$ cat config.mk
export PLATFORM = sky130hd
export DESIGN_NAME = frac_clk_div
export DESIGN_NICKNAME = d
export VERILOG_FILES = /design/src/rtl/fracdiv_pkg.sv /design/src/rtl/fracdiv_ctrl.sv /design/src/rtl/fracdiv_dp.sv /design/src/rtl/fracdiv_clksel.sv /design/src/rtl/frac_clk_div.sv
export SDC_FILE = /design/constraint.sdc
export NUM_CORES = 1
export LEC_CHECK = 0
export BUFFER_PORTS_ARGS = -buffer_cell sky130_fd_sc_hd__clkbuf_2
export CORE_MARGIN = 2
export CORE_UTILIZATION = 32
export CTS_BUF_LIST = sky130_fd_sc_hd__clkbuf_8
export DETAILED_ROUTE_END_ITERATION = 16
export PLACE_DENSITY = 0.48
export SLEW_MARGIN = 20
export SYNTH_ARGS = -nofsm -noshare
export SYNTH_HDL_FRONTEND = slang
export SYNTH_SLANG_ARGS = --single-unit
$ cat constraint.sdc
create_clock -name clk -period 5.8 [get_ports clk]
set_clock_uncertainty 0.1 [all_clocks]
set_input_delay 0 -clock clk [delete_from_list [all_inputs] [get_ports clk]]
set_output_delay 0 -clock clk [all_outputs]
set_load 0.01 [all_outputs]
$ cat src/rtl/fracdiv_pkg.sv
package fracdiv_pkg;

  // Strobes from control to datapath for one reference cycle
  typedef struct packed {
    logic restart;   // phase back to zero (load or stopped)
    logic wrapAdv;   // advance and subtract the modulus
    logic plainAdv;  // advance without wrap
    logic run;       // divider runs after this edge
  } divCmd_t;

endpackage

$ cat src/rtl/fracdiv_ctrl.sv
module fracdiv_ctrl
  import fracdiv_pkg::*;
#(
  parameter int CNT_W = 12,
  parameter int RST_L = 256,
  parameter int RST_M = 1563,
  localparam int ACC_W = CNT_W + 1
) (
  input  logic             clk,
  input  logic             rstN,
  input  logic [CNT_W-1:0] lIn,
  input  logic [CNT_W-1:0] mIn,
  input  logic             sumHits,
  output divCmd_t          cmd,
  output logic [ACC_W-1:0] halfNext,
  output logic [CNT_W-1:0] actL,
  output logic [ACC_W-1:0] actD,
  output logic             running,
  output logic             tick
);

  localparam logic [ACC_W-1:0] MOD_BASE = ACC_W'(1) << CNT_W;
  localparam logic [ACC_W-1:0] RST_D    = MOD_BASE - ACC_W'(RST_M) + ACC_W'(RST_L);

  logic [ACC_W-1:0] reqD;
  logic [ACC_W-1:0] nextD;
  logic [CNT_W-1:0] nextL;
  logic             wrap;
  logic             change;
  logic             doLoad;

  always_comb begin
    reqD     = MOD_BASE - ACC_W'(mIn) + ACC_W'(lIn);
    running  = (actL != '0);
    wrap     = running && sumHits;
    change   = (lIn != actL) || (reqD != actD);
    doLoad   = (wrap || !running) && change;
    nextL    = doLoad ? lIn  : actL;
    nextD    = doLoad ? reqD : actD;
    halfNext = nextD >> 1;
    cmd.restart  = doLoad || !running;
    cmd.wrapAdv  = !doLoad && wrap;
    cmd.plainAdv = !doLoad && running && !sumHits;
    cmd.run      = (nextL != '0);
  end

  always_ff @(posedge clk or negedge rstN) begin
    if (!rstN) begin
      actL <= CNT_W'(RST_L);
      actD <= RST_D;
      tick <= 1'b0;
    end else begin
      actL <= nextL;
      actD <= nextD;
      tick <= wrap || (!running && (lIn != '0));
    end
  end

  // stopped with zero request never strobes
  assert_stop_silent_R5: assert property (@(posedge clk) disable iff (!rstN)
    (actL == '0 && lIn == '0) |=> !tick);

  // the active step only changes on a period start
  assert_load_on_wrap_R7: assert property (@(posedge clk) disable iff (!rstN)
    !$stable(actL) |-> tick);

endmodule

$ cat src/rtl/fracdiv_dp.sv
module fracdiv_dp
  import fracdiv_pkg::*;
#(
  parameter int   CNT_W  = 12,
  parameter logic RST_HI = 1'b1,
  localparam int  ACC_W  = CNT_W + 1,
  localparam int  SUM_W  = ACC_W + 1
) (
  input  logic             clk,
  input  logic             rstN,
  input  logic [CNT_W-1:0] actL,
  input  logic [ACC_W-1:0] actD,
  input  divCmd_t          cmd,
  input  logic [ACC_W-1:0] halfNext,
  output logic             sumHits,
  output logic             divHi
);

  logic [ACC_W-1:0] acc;
  logic [ACC_W-1:0] accNext;
  logic [SUM_W-1:0] sum;
  logic [SUM_W-1:0] diff;

  always_comb begin
    sum     = SUM_W'(acc) + SUM_W'(actL);
    diff    = sum - SUM_W'(actD);
    sumHits = (sum >= SUM_W'(actD));
    if (cmd.restart)       accNext = '0;
    else if (cmd.wrapAdv)  accNext = diff[ACC_W-1:0];
    else if (cmd.plainAdv) accNext = sum[ACC_W-1:0];
    else                   accNext = acc;
  end

  always_ff @(posedge clk or negedge rstN) begin
    if (!rstN) begin
      acc   <= '0;
      divHi <= RST_HI;
    end else begin
      acc   <= accNext;
      divHi <= cmd.run && (accNext < halfNext);
    end
  end

  // phase stays inside the modulus while running
  assert_acc_range_R2: assert property (@(posedge clk) disable iff (!rstN)
    (actL != '0) |-> (acc < actD));

endmodule

$ cat src/rtl/fracdiv_clksel.sv
module fracdiv_clksel (
  input  logic clk,
  input  logic rstN,
  input  logic fracEn,
  input  logic running,
  input  logic divHi,
  output logic clkOut
);

  logic selDiv;

  always_ff @(negedge clk or negedge rstN) begin
    if (!rstN)      selDiv <= 1'b0;
    else if (!divHi) selDiv <= fracEn && running;
  end

  assign clkOut = selDiv ? divHi : clk;

  // select moves only while the divided clock was low
  assert_glitch_free_R9: assert property (@(negedge clk) disable iff (!rstN)
    !$stable(selDiv) |-> !$past(divHi));

endmodule

$ cat src/rtl/frac_clk_div.sv
module frac_clk_div
  import fracdiv_pkg::*;
#(
  parameter int CNT_W = 12,
  parameter int RST_L = 256,
  parameter int RST_M = 1563
) (
  input  logic             clk,
  input  logic             rstN,
  input  logic             fracEn,
  input  logic [CNT_W-1:0] lCount,
  input  logic [CNT_W-1:0] mCount,
  output logic             clkOut,
  output logic             tick
);

  localparam int   ACC_W  = CNT_W + 1;
  localparam logic RST_HI = (RST_L != 0);

  divCmd_t          cmd;
  logic [ACC_W-1:0] halfNext;
  logic [CNT_W-1:0] actL;
  logic [ACC_W-1:0] actD;
  logic             running;
  logic             sumHits;
  logic             divHi;

  fracdiv_ctrl #(.CNT_W(CNT_W), .RST_L(RST_L), .RST_M(RST_M)) uCtrl (
    .clk(clk), .rstN(rstN), .lIn(lCount), .mIn(mCount), .sumHits(sumHits),
    .cmd(cmd), .halfNext(halfNext), .actL(actL), .actD(actD),
    .running(running), .tick(tick)
  );

  fracdiv_dp #(.CNT_W(CNT_W), .RST_HI(RST_HI)) uDp (
    .clk(clk), .rstN(rstN), .actL(actL), .actD(actD), .cmd(cmd),
    .halfNext(halfNext), .sumHits(sumHits), .divHi(divHi)
  );

  fracdiv_clksel uSel (
    .clk(clk), .rstN(rstN), .fracEn(fracEn), .running(running),
    .divHi(divHi), .clkOut(clkOut)
  );

endmodule

==> results.md <==
* Run status: completed
* Routed WL at 13.3 mm
* H-tree depth at 2
* Placed Area at 4770 um^2
* YS warnings at 0
* Final slew viol count at 0
* Antenna Nets Post-Route at 0
* CTS tree: built
* Largest net degree at the start of global routing at 42
* CP arrival at 5570 ps
* Gp weighted congestion at 0.881
* Synthesized area per cell at 8.48 um^2
* Worst Path Required at 5910 ps
* Vias per std cell at 5.33
* Final nets at 651
* DP HPWL at 10.6 mm
* # setup viols final at 0
* Die Y-Extent at 121 um
* Drt first pass iters at 5
* Ratio of cells with drive above 1 in the final layout at 18.1%
* FF/Latch Area at 1040 um^2
* Unrepaired setup endpoints after global routing: no
* Largest family of logic cells by synthesized area: compound AO/OA/AOI/OAI gates
* CP Max Fanout at 8
* Io pins at 29
* Xor and xnor fraction of the mapped netlist area at 11.0%
* Worst setup EP type: flop
* Placed cells at 716
* Core Area at 13300 um^2
* Vias in the first global route at 3916
* Cell area after synthesis at 4400 um^2
* Starting density of the core at 33.0%
* Initial antenna violation count at 0
* Finished Layout Cells at 750
* Mux cell area share after synthesis at 3.30%
* 1st-iter DRT viols at 175
* Pre-CTS setup slack at -121 ps
* Final Util at 39.4%
* Number of buffers created by CTS at 5
* Filler instances at 1386
* Worst-Margin Slew at 808 ps
* Max cap viols at 0
* CTS clk-pin slew, worst paths at 90 ps
* Yosys cell types at 63
* Crit path launch: uCtrl.actL[1]$_DFF_PN0_
* Root buf cell: clkbuf_8
* FF-to-FF Start: uCtrl.actL[1]$_DFF_PN0_
* Post-synth top area cell: dfrtp_1
* Synth async-reset ratio at 100%
* Die area at 14700 um^2
* Synth cell count leaders: a21oi_1 (49), nor2_1 (49), ha_1 (48), inv_1 (36), dfrtp_1 (31)
* Critical path class: flop to flop
* Post-synthesis register bit count at 41
* Area share of fa/ha/maj cells after synthesis at 15.0%
* Post-synth EDFFs at 0
* Ys flop type: dfrtp_1
* Share of the synthesized area in the top cell type at 17.6%
* Setup WS post-layout at 344 ps
* Via Count at 3995
* Top post-synthesis cells by area: dfrtp_1 (18%), ha_1 (14%), xnor2_1 (6.0%), a21oi_1 (5.6%), dfstp_2 (5.4%)
* Layout area overhead at 19.5%
* Synth Area in Compound Gates at 22.3%
* Skew-Pair Late Insertion Delay at 310 ps
* # DRC at 0
* Simple logic cell fraction of the synthesized area at 20.2%
* Area of the multi-input gates at 3270 um^2
* Gr ovfl total at 0
* Fmax at 183 MHz
* Register area share after synthesis at 23.6%
* Die X at 121 um
* Fin crit period at 5460 ps
* CTS max path bufs at 2
* N_diodes at 0
* Hold Path Class: input pin to async pin
* Syn Nets at 597
* Post-Synthesis Cells at 519
* Tot GR Track Use at 18.9%
* Routed len/inst at 17.7 um
* Ratio of final minimum period to clock period at 94.1%
* Relative slew slack at 44.7%
* CP Launch Type: flop
* Final instance area at 5260 um^2
* Row Count at 42
* Port Buf Inserts at 28
* Final hold vios at 0
* First-pass GRT wire length at 21.3 mm
[repair_timing]
item	4_1_cts	5_1_grt
endpoints found under the setup margin	1	1
hold endpoints to repair	44	0
resized for setup	2	28
buffers inserted	0	11
hold buffers	15	0
pin swaps	0	11
[stage by stage]
step,setup TNS [ps],hold slack [ps]
2_1_floorplan,0,-396
3_3_place_gp,0,8.94
3_5_place_dp,-121,12.3
4_1_cts,0,194
5_1_grt,0,243
6_report,0,196
[layer usage]
layer / vias up / global-route usage [%] / share of wire [%]
li1: 2005 / - / -
met1: 1901 / 27.9 / 50
met2: 77 / 28.9 / 45
met3: 12 / 3.29 / 4.4
met4: 0 / 3.45 / 0.80
met5: - / 0 / 0
[path summary, 6_finish.rpt]
path / end / slack (ps) / cells after the start
worst max-delay path: uDp.divHi$_DFF_PN1_ / 340 / 24
max in group asynchronous: uSel.selDiv$_DFFE_NN0N_ / 2220 / 3
worst max register to register: uDp.divHi$_DFF_PN1_ / 340 / 24
worst min register to register: uSel.selDiv$_DFFE_NN0N_ / 360 / 2
worst min-delay path: uCtrl.actL[2]$_DFF_PN0_ / 200 / 3
min in group clk: uCtrl.actD[2]$_DFF_PN1_ / 200 / 5
[registers in the layout (all words and copies together), names as in the netlist]
name / cells
uCtrl.actD: 13
uCtrl.actL: 12
uCtrl.tick: 1
uDp.acc: 13
uDp.divHi: 1
uSel.selDiv: 1
[cell type report]
class,count,share of cell area (%)
Tap cell,176,4.19
Inverter,35,2.50
Multi-Input combinational cell,425,62.2
Clock buffer,7,1.66
Sequential cell,41,19.8
Timing Repair Buffer,63,8.49
Clock inverter,3,1.21
[cells in the final DEF, fill, tap and decap left out, drive strengths merged, types with 3 or more instances in the layout]
| master | Yosys | routed |
|---|---|---|
| a21oi | 50 | 50 |
| nor2 | 49 | 49 |
| ha | 48 | 48 |
| inv | 36 | 36 |
| clkbuf | 9 | 34 |
| dfrtp | 31 | 31 |
| xnor2 | 30 | 30 |
| a21o | 28 | 28 |
| nand2 | 23 | 23 |
| buf | 8 | 21 |
| xor2 | 20 | 20 |
| nand3 | 18 | 18 |
| dlygate4sd3 | 0 | 15 |
| o21ai | 15 | 15 |
| nor4 | 12 | 12 |
| mux2 | 12 | 12 |
| nor3 | 11 | 11 |
| a211oi | 11 | 11 |
| nand4 | 9 | 9 |
| dfstp | 9 | 9 |
| nand2b | 8 | 8 |
| nor2b | 7 | 7 |
| o21a | 6 | 6 |
| a211o | 5 | 5 |
| and4 | 5 | 5 |
| and2 | 4 | 4 |
| nor4b | 4 | 4 |
| o21bai | 3 | 3 |
| o31a | 3 | 3 |
| o41ai | 3 | 3 |
| a2111oi | 3 | 3 |
| fa | 3 | 3 |
[logic make-up (layout without fill, tap and decap cells)]
logic type                 count (synthesis)  count (layout)
adders and majority gates                 51              51
AOI/OAI and AO/OA                        143             143
DFF                                       41              41
buffers and inverters                     53             108
muxes                                     13              13
and+or+nand+nor                          166             166
xor gates and xnor gates                  52              52
[critical path: stages, from the launching register on]
cell and delay, ps:
dfrtp_2 440, ha_1 310, a21oi_2 150, nand4b_1 190, nand2_1 110, a21o_1 190
a21oi_1 170, xnor2_1 180, ha_1 320, and4_1 230, a211o_1 300, a211o_1 310
a31oi_4 210, nor2b_4 200, buf_4 160, nand2_1 70, a21oi_2 190, ha_1 260
a21o_1 160, a21o_1 170, a21oi_1 140, nor2_1 60, a211oi_2 240, o221ai_2 150
a2111oi_2 340
Power is left out: the tool's default activity adds up to more than one toggle a clock period on the data nets, which glitch-free logic cannot reach.
